`src/rtl/cfe_pkg.sv`:
```
package cfe_pkg;
   // register word indexes (byte offset / 4); the map is software visible
   localparam int WI_IV0    = 8;
   localparam int WI_CTRL   = 12;
   localparam int WI_DATA0  = 13;
   localparam int WI_DATA1  = 16;
   localparam int WI_REV    = 17;
   localparam int WI_MASK   = 18;
   localparam int WI_STAT   = 19;

   // control bit positions
   localparam int CB_CBC    = 5;
   localparam int CB_KSZ_LO = 3;
   localparam int CB_ENC    = 2;

   // mask bit positions
   localparam int MB_GO     = 5;
   localparam int MB_DOUT   = 3;
   localparam int MB_DIN    = 2;
   localparam int MB_SRST   = 1;

   // storable bits of the mask register (smart idle, start, dma out, dma in, autoidle)
   localparam logic [7:0] MASK_STORE = 8'h6D;
endpackage

```
`src/rtl/cfe_rst_seq.sv`:
```
module cfe_rst_seq #(
   parameter int HOLD = 8
) (
   input  logic clk,
   input  logic rst_n,
   input  logic kick,
   output logic active
);
   localparam int CNT_W = $clog2(HOLD + 1);

   logic [CNT_W-1:0] cnt;

   always_ff @(posedge clk or negedge rst_n) begin
      if (!rst_n)
         cnt <= '0;
      else if (kick && cnt == '0)
         cnt <= CNT_W'(HOLD);
      else if (cnt != '0)
         cnt <= cnt - CNT_W'(1);
   end

   assign active = (cnt != '0);
endmodule

```
`src/rtl/cfe_keybank.sv`:
```
module cfe_keybank #(
   parameter int WORD_W    = 32,
   parameter int KEY_WORDS = 8
) (
   input  logic                        clk,
   input  logic                        rst_n,
   input  logic                        clr,
   input  logic                        we,
   input  logic [$clog2(KEY_WORDS)-1:0] sel,
   input  logic [WORD_W-1:0]           wdata,
   output logic [WORD_W-1:0]           rdata,
   output logic [WORD_W*KEY_WORDS-1:0] key_flat
);
   localparam int KW = $clog2(KEY_WORDS);

   logic [WORD_W-1:0] kreg [KEY_WORDS];
   logic [KW-1:0]     slot;

   // offsets descend from the top word, neighbouring pairs swapped
   assign slot = (KW'(KEY_WORDS - 1) - sel) ^ KW'(1);

   for (genvar g = 0; g < KEY_WORDS; g++) begin : g_word
      always_ff @(posedge clk or negedge rst_n) begin
         if (!rst_n)
            kreg[g] <= '0;
         else if (clr)
            kreg[g] <= '0;
         else if (we && slot == KW'(g))
            kreg[g] <= wdata;
      end
      assign key_flat[g*WORD_W +: WORD_W] = kreg[g];
   end

   assign rdata = kreg[slot];
endmodule

```
`src/rtl/cfe_chain.sv`:
```
module cfe_chain #(
   parameter int BW       = 128,
   parameter bit CHAIN_EN = 1'b1
) (
   input  logic          cbc,
   input  logic          enc,
   input  logic [BW-1:0] iv,
   input  logic [BW-1:0] raw_in,
   input  logic [BW-1:0] core_res,
   output logic [BW-1:0] to_core,
   output logic [BW-1:0] result,
   output logic [BW-1:0] iv_next
);
   if (CHAIN_EN) begin : g_cbc
      always_comb begin
         to_core = raw_in;
         result  = core_res;
         iv_next = iv;
         if (cbc) begin
            if (enc) begin
               to_core = raw_in ^ iv;
               iv_next = core_res;
            end else begin
               result  = core_res ^ iv;
               iv_next = raw_in;
            end
         end
      end
   end else begin : g_plain
      assign to_core = raw_in;
      assign result  = core_res;
      assign iv_next = iv;
   end
endmodule

```
`src/rtl/cipher_regfront.sv`:
```
module cipher_regfront
   import cfe_pkg::*;
#(
   parameter int WORD_W     = 32,
   parameter int BLK_WORDS  = 4,
   parameter int KEY_WORDS  = 8,
   parameter int AW         = 8,
   parameter int RST_CYCLES = 8,
   parameter int REV_MAJOR  = 2,
   parameter int REV_MINOR  = 1,
   parameter bit HAS_CBC    = 1'b1
) (
   input  logic                        clk,
   input  logic                        rst_n,
   input  logic [AW-1:0]               bus_addr,
   input  logic                        bus_wr,
   input  logic                        bus_rd,
   input  logic [WORD_W-1:0]           bus_wdata,
   output logic [WORD_W-1:0]           bus_rdata,
   output logic                        in_rdy,
   output logic                        out_rdy,
   output logic                        dma_in_req,
   output logic                        dma_out_req,
   output logic                        core_start,
   output logic [WORD_W*BLK_WORDS-1:0] core_in,
   output logic [WORD_W*KEY_WORDS-1:0] core_key,
   output logic [1:0]                  core_keysz,
   output logic                        core_encrypt,
   input  logic                        core_done,
   input  logic [WORD_W*BLK_WORDS-1:0] core_out
);
   localparam int BLK_W = WORD_W * BLK_WORDS;
   localparam int CW    = $clog2(BLK_WORDS);
   localparam int KW    = $clog2(KEY_WORDS);
   localparam logic [CW-1:0] LAST_W   = CW'(BLK_WORDS - 1);
   localparam logic [7:0]    REV_BYTE = 8'((REV_MAJOR % 16) * 16 + (REV_MINOR % 16));

   if (BLK_WORDS != 4) begin : g_bad_blk
      $error("BLK_WORDS must be 4: one 128-bit block is four words");
   end
   if (KEY_WORDS != 8) begin : g_bad_key
      $error("KEY_WORDS must be 8 to fit the key window below the chaining words");
   end
   if (WORD_W != 32) begin : g_bad_word
      $error("WORD_W must be 32");
   end
   if (RST_CYCLES < 1) begin : g_bad_rst
      $error("RST_CYCLES must be at least 1");
   end
   if (AW < 7) begin : g_bad_aw
      $error("AW too small for the register window");
   end

   // ---------------- decode ----------------
   logic [31:0] wsel;
   logic        aligned, wr_ok, data_hit, iv_hit, key_hit;
   logic        accept_in, last_in, drain, done_ok, srst_kick, rst_act;

   assign wsel      = 32'(bus_addr[AW-1:2]);
   assign aligned   = (bus_addr[1:0] == 2'b00);
   assign wr_ok     = bus_wr && aligned && !rst_act;
   assign key_hit   = (wsel < KEY_WORDS);
   assign iv_hit    = (wsel >= WI_IV0) && (wsel < WI_IV0 + BLK_WORDS);
   assign data_hit  = (wsel >= WI_DATA0) && (wsel <= WI_DATA1);
   assign srst_kick = wr_ok && (wsel == WI_MASK) && bus_wdata[MB_SRST];

   // ---------------- state ----------------
   logic [7:2]        ctrl_q;
   logic [7:0]        mask_q;
   logic [WORD_W-1:0] iv_q  [BLK_WORDS];
   logic [WORD_W-1:0] in_w  [BLK_WORDS];
   logic [WORD_W-1:0] out_w [BLK_WORDS];
   logic [CW-1:0]     in_cnt, out_cnt;
   logic              busy_q, full_q, start_q;
   logic [BLK_W-1:0]  iv_flat, in_flat, res_flat, iv_nx;
   logic [WORD_W-1:0] key_rd;

   assign accept_in = wr_ok && data_hit && !busy_q && !full_q;
   assign last_in   = accept_in && (in_cnt == LAST_W);
   assign drain     = bus_rd && aligned && data_hit && full_q && !rst_act;
   assign done_ok   = core_done && busy_q && !rst_act;

   cfe_rst_seq #(.HOLD(RST_CYCLES)) u_rst (
      .clk    (clk),
      .rst_n  (rst_n),
      .kick   (srst_kick),
      .active (rst_act)
   );

   cfe_keybank #(.WORD_W(WORD_W), .KEY_WORDS(KEY_WORDS)) u_keys (
      .clk      (clk),
      .rst_n    (rst_n),
      .clr      (rst_act),
      .we       (wr_ok && key_hit),
      .sel      (wsel[KW-1:0]),
      .wdata    (bus_wdata),
      .rdata    (key_rd),
      .key_flat (core_key)
   );

   cfe_chain #(.BW(BLK_W), .CHAIN_EN(HAS_CBC)) u_chain (
      .cbc      (ctrl_q[CB_CBC]),
      .enc      (ctrl_q[CB_ENC]),
      .iv       (iv_flat),
      .raw_in   (in_flat),
      .core_res (core_out),
      .to_core  (core_in),
      .result   (res_flat),
      .iv_next  (iv_nx)
   );

   always_ff @(posedge clk or negedge rst_n) begin
      if (!rst_n) begin
         ctrl_q <= '0;
         mask_q <= '0;
      end else if (rst_act) begin
         ctrl_q <= '0;
         mask_q <= '0;
      end else if (wr_ok && wsel == WI_CTRL) begin
         ctrl_q <= bus_wdata[7:2];
      end else if (wr_ok && wsel == WI_MASK) begin
         mask_q <= bus_wdata[7:0] & MASK_STORE;
      end
   end

   for (genvar g = 0; g < BLK_WORDS; g++) begin : g_lane
      always_ff @(posedge clk or negedge rst_n) begin
         if (!rst_n) begin
            iv_q[g]  <= '0;
            in_w[g]  <= '0;
            out_w[g] <= '0;
         end else if (rst_act) begin
            iv_q[g]  <= '0;
            in_w[g]  <= '0;
            out_w[g] <= '0;
         end else begin
            if (done_ok && ctrl_q[CB_CBC])
               iv_q[g] <= iv_nx[g*WORD_W +: WORD_W];
            else if (wr_ok && wsel == WI_IV0 + g)
               iv_q[g] <= bus_wdata;
            if (accept_in && in_cnt == CW'(g))
               in_w[g] <= bus_wdata;
            if (done_ok)
               out_w[g] <= res_flat[g*WORD_W +: WORD_W];
         end
      end
      assign iv_flat[g*WORD_W +: WORD_W] = iv_q[g];
      assign in_flat[g*WORD_W +: WORD_W] = in_w[g];
   end

   always_ff @(posedge clk or negedge rst_n) begin
      if (!rst_n) begin
         in_cnt  <= '0;
         out_cnt <= '0;
         busy_q  <= 1'b0;
         full_q  <= 1'b0;
         start_q <= 1'b0;
      end else if (rst_act) begin
         in_cnt  <= '0;
         out_cnt <= '0;
         busy_q  <= 1'b0;
         full_q  <= 1'b0;
         start_q <= 1'b0;
      end else begin
         start_q <= last_in;
         if (accept_in)
            in_cnt <= last_in ? '0 : in_cnt + CW'(1);
         if (last_in)
            busy_q <= 1'b1;
         else if (done_ok)
            busy_q <= 1'b0;
         if (done_ok) begin
            full_q  <= 1'b1;
            out_cnt <= '0;
         end else if (drain) begin
            out_cnt <= (out_cnt == LAST_W) ? '0 : out_cnt + CW'(1);
            if (out_cnt == LAST_W)
               full_q <= 1'b0;
         end
      end
   end

   // ---------------- outputs ----------------
   assign in_rdy       = !rst_act && !busy_q && !full_q && (in_cnt == '0);
   assign out_rdy      = !rst_act && full_q;
   assign dma_in_req   = mask_q[MB_GO] && mask_q[MB_DIN] && in_rdy;
   assign dma_out_req  = mask_q[MB_GO] && mask_q[MB_DOUT] && out_rdy;
   assign core_start   = start_q;
   assign core_keysz   = ctrl_q[CB_KSZ_LO+1:CB_KSZ_LO];
   assign core_encrypt = ctrl_q[CB_ENC];

   always_comb begin
      bus_rdata = '0;
      if (aligned) begin
         if (key_hit)
            bus_rdata = key_rd;
         else if (iv_hit)
            bus_rdata = iv_q[wsel[CW-1:0]];
         else if (wsel == WI_CTRL)
            bus_rdata[7:0] = {ctrl_q, in_rdy, out_rdy};
         else if (data_hit)
            bus_rdata = full_q ? out_w[out_cnt] : '0;
         else if (wsel == WI_REV)
            bus_rdata[7:0] = REV_BYTE;
         else if (wsel == WI_MASK)
            bus_rdata[7:0] = mask_q | {6'b0, rst_act, 1'b0};
         else if (wsel == WI_STAT)
            bus_rdata[0] = !rst_act;
      end
   end
endmodule

```
`config.mk`:
```
export PLATFORM = sky130hd
export DESIGN_NAME = cipher_regfront
export DESIGN_NICKNAME = d
export VERILOG_FILES = /design/src/rtl/cfe_pkg.sv /design/src/rtl/cfe_rst_seq.sv /design/src/rtl/cfe_keybank.sv /design/src/rtl/cfe_chain.sv /design/src/rtl/cipher_regfront.sv
export SDC_FILE = /design/constraint.sdc
export NUM_CORES = 2
export LEC_CHECK = 0
export BUFFER_PORTS_ARGS = -buffer_cell sky130_fd_sc_hd__buf_4
export CORE_MARGIN = 2
export CORE_UTILIZATION = 50
export DETAILED_ROUTE_END_ITERATION = 12
export GPL_TIMING_DRIVEN = 0
export HOLD_SLACK_MARGIN = 0.12
export PLACE_DENSITY = 0.72
export SKIP_LAST_GASP = 1
export SYNTH_ARGS = -nofsm -noshare
export SYNTH_HDL_FRONTEND = slang
export SYNTH_HIERARCHICAL = 1
export SYNTH_SLANG_ARGS = --single-unit
```
`constraint.sdc`:
```
create_clock -name clk -period 8.8 [get_ports clk]
set_input_delay 1.76 -clock clk [delete_from_list [all_inputs] [get_ports clk]]
set_output_delay 1.76 -clock clk [all_outputs]
set_load 0.05 [all_outputs]
```
==> impl_results.md <==
- Most used cell, CP: buf_4
- Global Route met2 Usage: 0.7021
- Setup-violating endpoint count in the final report: 0
- Top Family by Delay on Critical Path: buffers and inverters
- GRT Total Usage: 0.4645
- Syn avg cell area: 9.512 µm²
- # H-tree levels: 3
- Clk pwr share: 0.388
- Synth Register Bits: 662
- Hold WC Path Type: reg2reg
- # nets final: 4922
- RSZ-0062 raised after global routing: false
- Worst slew pin tran: 1.352 ns
- Startpoint type of the worst setup path: primary input
- CTS Buf Count: 78
- Max incr delay on CP: 0.85 ns
- Achievable Freq: 147.3 MHz
- Post-synth top area share: 0.4289
- Grt total ovfl: 0
- Vias per inst: 6.690
- Die W: 282.0 µm
- CTS root buffer: clkbuf_16
- Maximum vdd drop: 0.0001471 V
- CP cell instances: buf_4 > buf_2 > buf_1 > mux4_2 > a32oi_1 > a21oi_1 > buf_4
- Initial antenna violation count: 15
- GP Congestion: 1.051
- Logic gate share of total power: 0.213
- Drt wl/cell: 32.18 µm
- Post-synth EDFFs: 0
- Clock buffer depth: 3
- Final min period: 6.789 ns
- Cells after DPL: 5692
- Setup Crit Path Kind: in2out
- Max stage delay cell, worst path: buf_1
- Die Y: 282.0 µm
- Cell Count, Final, Fillers Out: 5839
- Pin count of the biggest net entering global routing: 119
- Yosys warning total: 6
- GR Util met1: 0.5517
- Status: complete, no violations
- Met3 Usage GRT: 0.2024
- I/O Buffers: 595
- Vias in the first global route: 37.42k
- Hold-fix buffers, CTS: 0
- P&R area growth vs syn: 22.07%
- WP buf/inv: 4
- Area contributors post-synth: dfrtp_1 (43%), a21oi_1 (8.2%), mux4_2 (7.5%), nand2_1 (6.4%), xnor2_1 (5.8%)
- NetSw: 3.069 mW
- Core area: 76200 µm²
- Worst-skew pair later-pin latency: 0.68 ns
- Layer with the highest usage: met2
- IO Pins: 597
- Drt total wl: 187900 µm
- CTS Sinks: 662
- Initial Util: 0.5069
- Residual DRC: 0
- Area of the mapped netlist: 38630 µm²
- Placed Area: 44570 µm²
- Commonest cells after routing, fill and taps aside: dfrtp_1 (662), nand2_1 (654), a21oi_1 (633)
- Total internal power: 5.516 mW
- DRT iter0 DRCs: 6192
- Slew margin rel.: 0.09173
- Final setup TNS: 0 ns
- Clock slew at reported path FFs: 0.07 ns
- HPWL after DPL: 139600 µm
- Sequential share of power: 0.399
- Vias: 39.07k
- Largest area contributor in the netlist: dfrtp_1
- Design area: 47150 µm²
- Max Cap Viol: 0
- CP Data Required Time: 7.04 ns
- Post_cts resized: 0
- DR pass1 iterations: 7
- Smallest hold slack: 0.5006 ns
- Lkg Pwr: 19.38 nW
- Seq/Total Area, Yosys: 0.4289
- Placement row count: 101
- First-pass GRT wire length: 263600 µm
- Worst EP arrival: 5.03 ns
- CTS tree: yes
- Clk_skew: 0.03709 ns
- Library cells used by synthesis: 59
- Final Hold Fails: 0
- Layout cells sized above 1: 0.2320
- Commonest non-fill, non-tap cell in the layout: dfrtp_1
- Die ar.: 79500 µm²
- Dominant synthesized flop cell: dfrtp_1
- Asr flop ratio synth: 1.000
- Power Total: 8.585 mW
- Max Slew Vio Count: 0
- Fin crit share: 0.7715
- Pwr per Cell Area: 182.1 nW/µm²
- Mapped Cells: 4061
- Switch share: 0.3575
- Antenna Nets Post-Route: 0
- Post-Syn Nets: 4241
- CP Capture Type: output pin
- Crit Path Max Fanout: 12
- Post-CTS setup buffers: 0
Yosys cell counts (4+ instances only):
cell,number
buf_12,4
and3_1,6
mux4_2,128
nand4bb_1,4
nor2b_1,76
ha_1,7
buf_6,9
and2_1,4
a21oi_1,633
nand3b_1,129
buf_1,10
mux2_2,44
nor3_1,4
a22o_1,128
inv_1,9
nand4_1,24
clkbuf_1,234
and4b_1,4
dfrtp_1,662
buf_2,141
mux2_4,28
buf_4,30
a221oi_1,6
o31ai_1,128
o21ai_0,126
nor2_1,137
nand3_1,207
nand2_1,654
a32oi_1,25
mux2i_1,138
xnor2_1,256
nand2b_1,21
worst min-delay path, stage by stage (launching register included):
cell,delay (ns)
dfrtp_1,0.34
nand2_1,0.05
o21ai_0,0.07
state kept, by name, indices dropped and copies added, names as in the netlist:
name / count
in_cnt: 2
iv_flat: 128
busy_q: 1
u_keys/key_flat: 256
mask_q: 5
full_q: 1
in_flat: 128
u_rst/cnt: 4
out_w: 128
core_start: 1
ctrl_q: 6
out_cnt: 2
path summary, 6_finish.rpt:
check / start / endpoint / slack, ns / cells after the start
max: bus_addr[3] / bus_rdata[30] / 2.01 / 7
min: mask_q[0] / mask_q[0] / 0.50 / 2
max reg2reg: u_rst/cnt[0] / u_keys/key_flat[177] / 4.00 / 11
min reg2reg: mask_q[0] / mask_q[0] / 0.50 / 2
max in group asynchronous: rst_n / u_keys/key_flat[127] / 5.95 / 4
min in group asynchronous: rst_n / in_flat[36] / 0.91 / 1
stage by stage:
step,setup WS (ns),utilization
after global placement,-1.916,0.5825
after global routing,2.055,0.6186
after detailed placement,2.281,0.5849
after CTS,2.255,0.6185
after floorplan,2.253,-
final,2.011,0.6188
power groups by stage:
stage / Combinational (mW) / Sequential [mW] / Clock, mW
2_1_floorplan: 0.891 / 3.39 / 0
3_3_place_gp: 1.69 / 3.46 / 0
3_5_place_dp: 1.72 / 3.47 / 0
4_1_cts: 1.72 / 3.41 / 3.31
5_1_grt: 1.85 / 3.44 / 3.46
6_report: 1.83 / 3.43 / 3.33
cells by family after synthesis:
logic type      share of synthesized area
flops                              0.4289
compound gates                     0.1640
buf+inv                           0.05377
fa+ha+maj                        0.002267
mux                                0.1341
simple gates                       0.1589
xor+xnor                          0.05804
layout make-up:
| cell class | count | area (µm²) |
|---|---|---|
| timing repair buffer | 601 | 4639 |
| tap | 1030 | 1289 |
| antenna | 8 | 20.02 |
| clock inverter | 22 | 295.3 |
| buffer | 429 | 2043 |
| sequential | 662 | 16570 |
| multi-input combinational | 2961 | 20000 |
| inverter | 9 | 33.78 |
| clock buffer | 117 | 2270 |
| fill | 6653 | 29050 |
routing by layer:
layer	share of wire	wire (µm)	vias to the layer above
met5	0.00064	120	-
met4	0.072	13560	18
met3	0.16	30060	819
met2	0.44	81950	3534
met1	0.33	62200	18910
li1	-	-	15790
No activity file was read; power rests on OpenSTA's default activity.
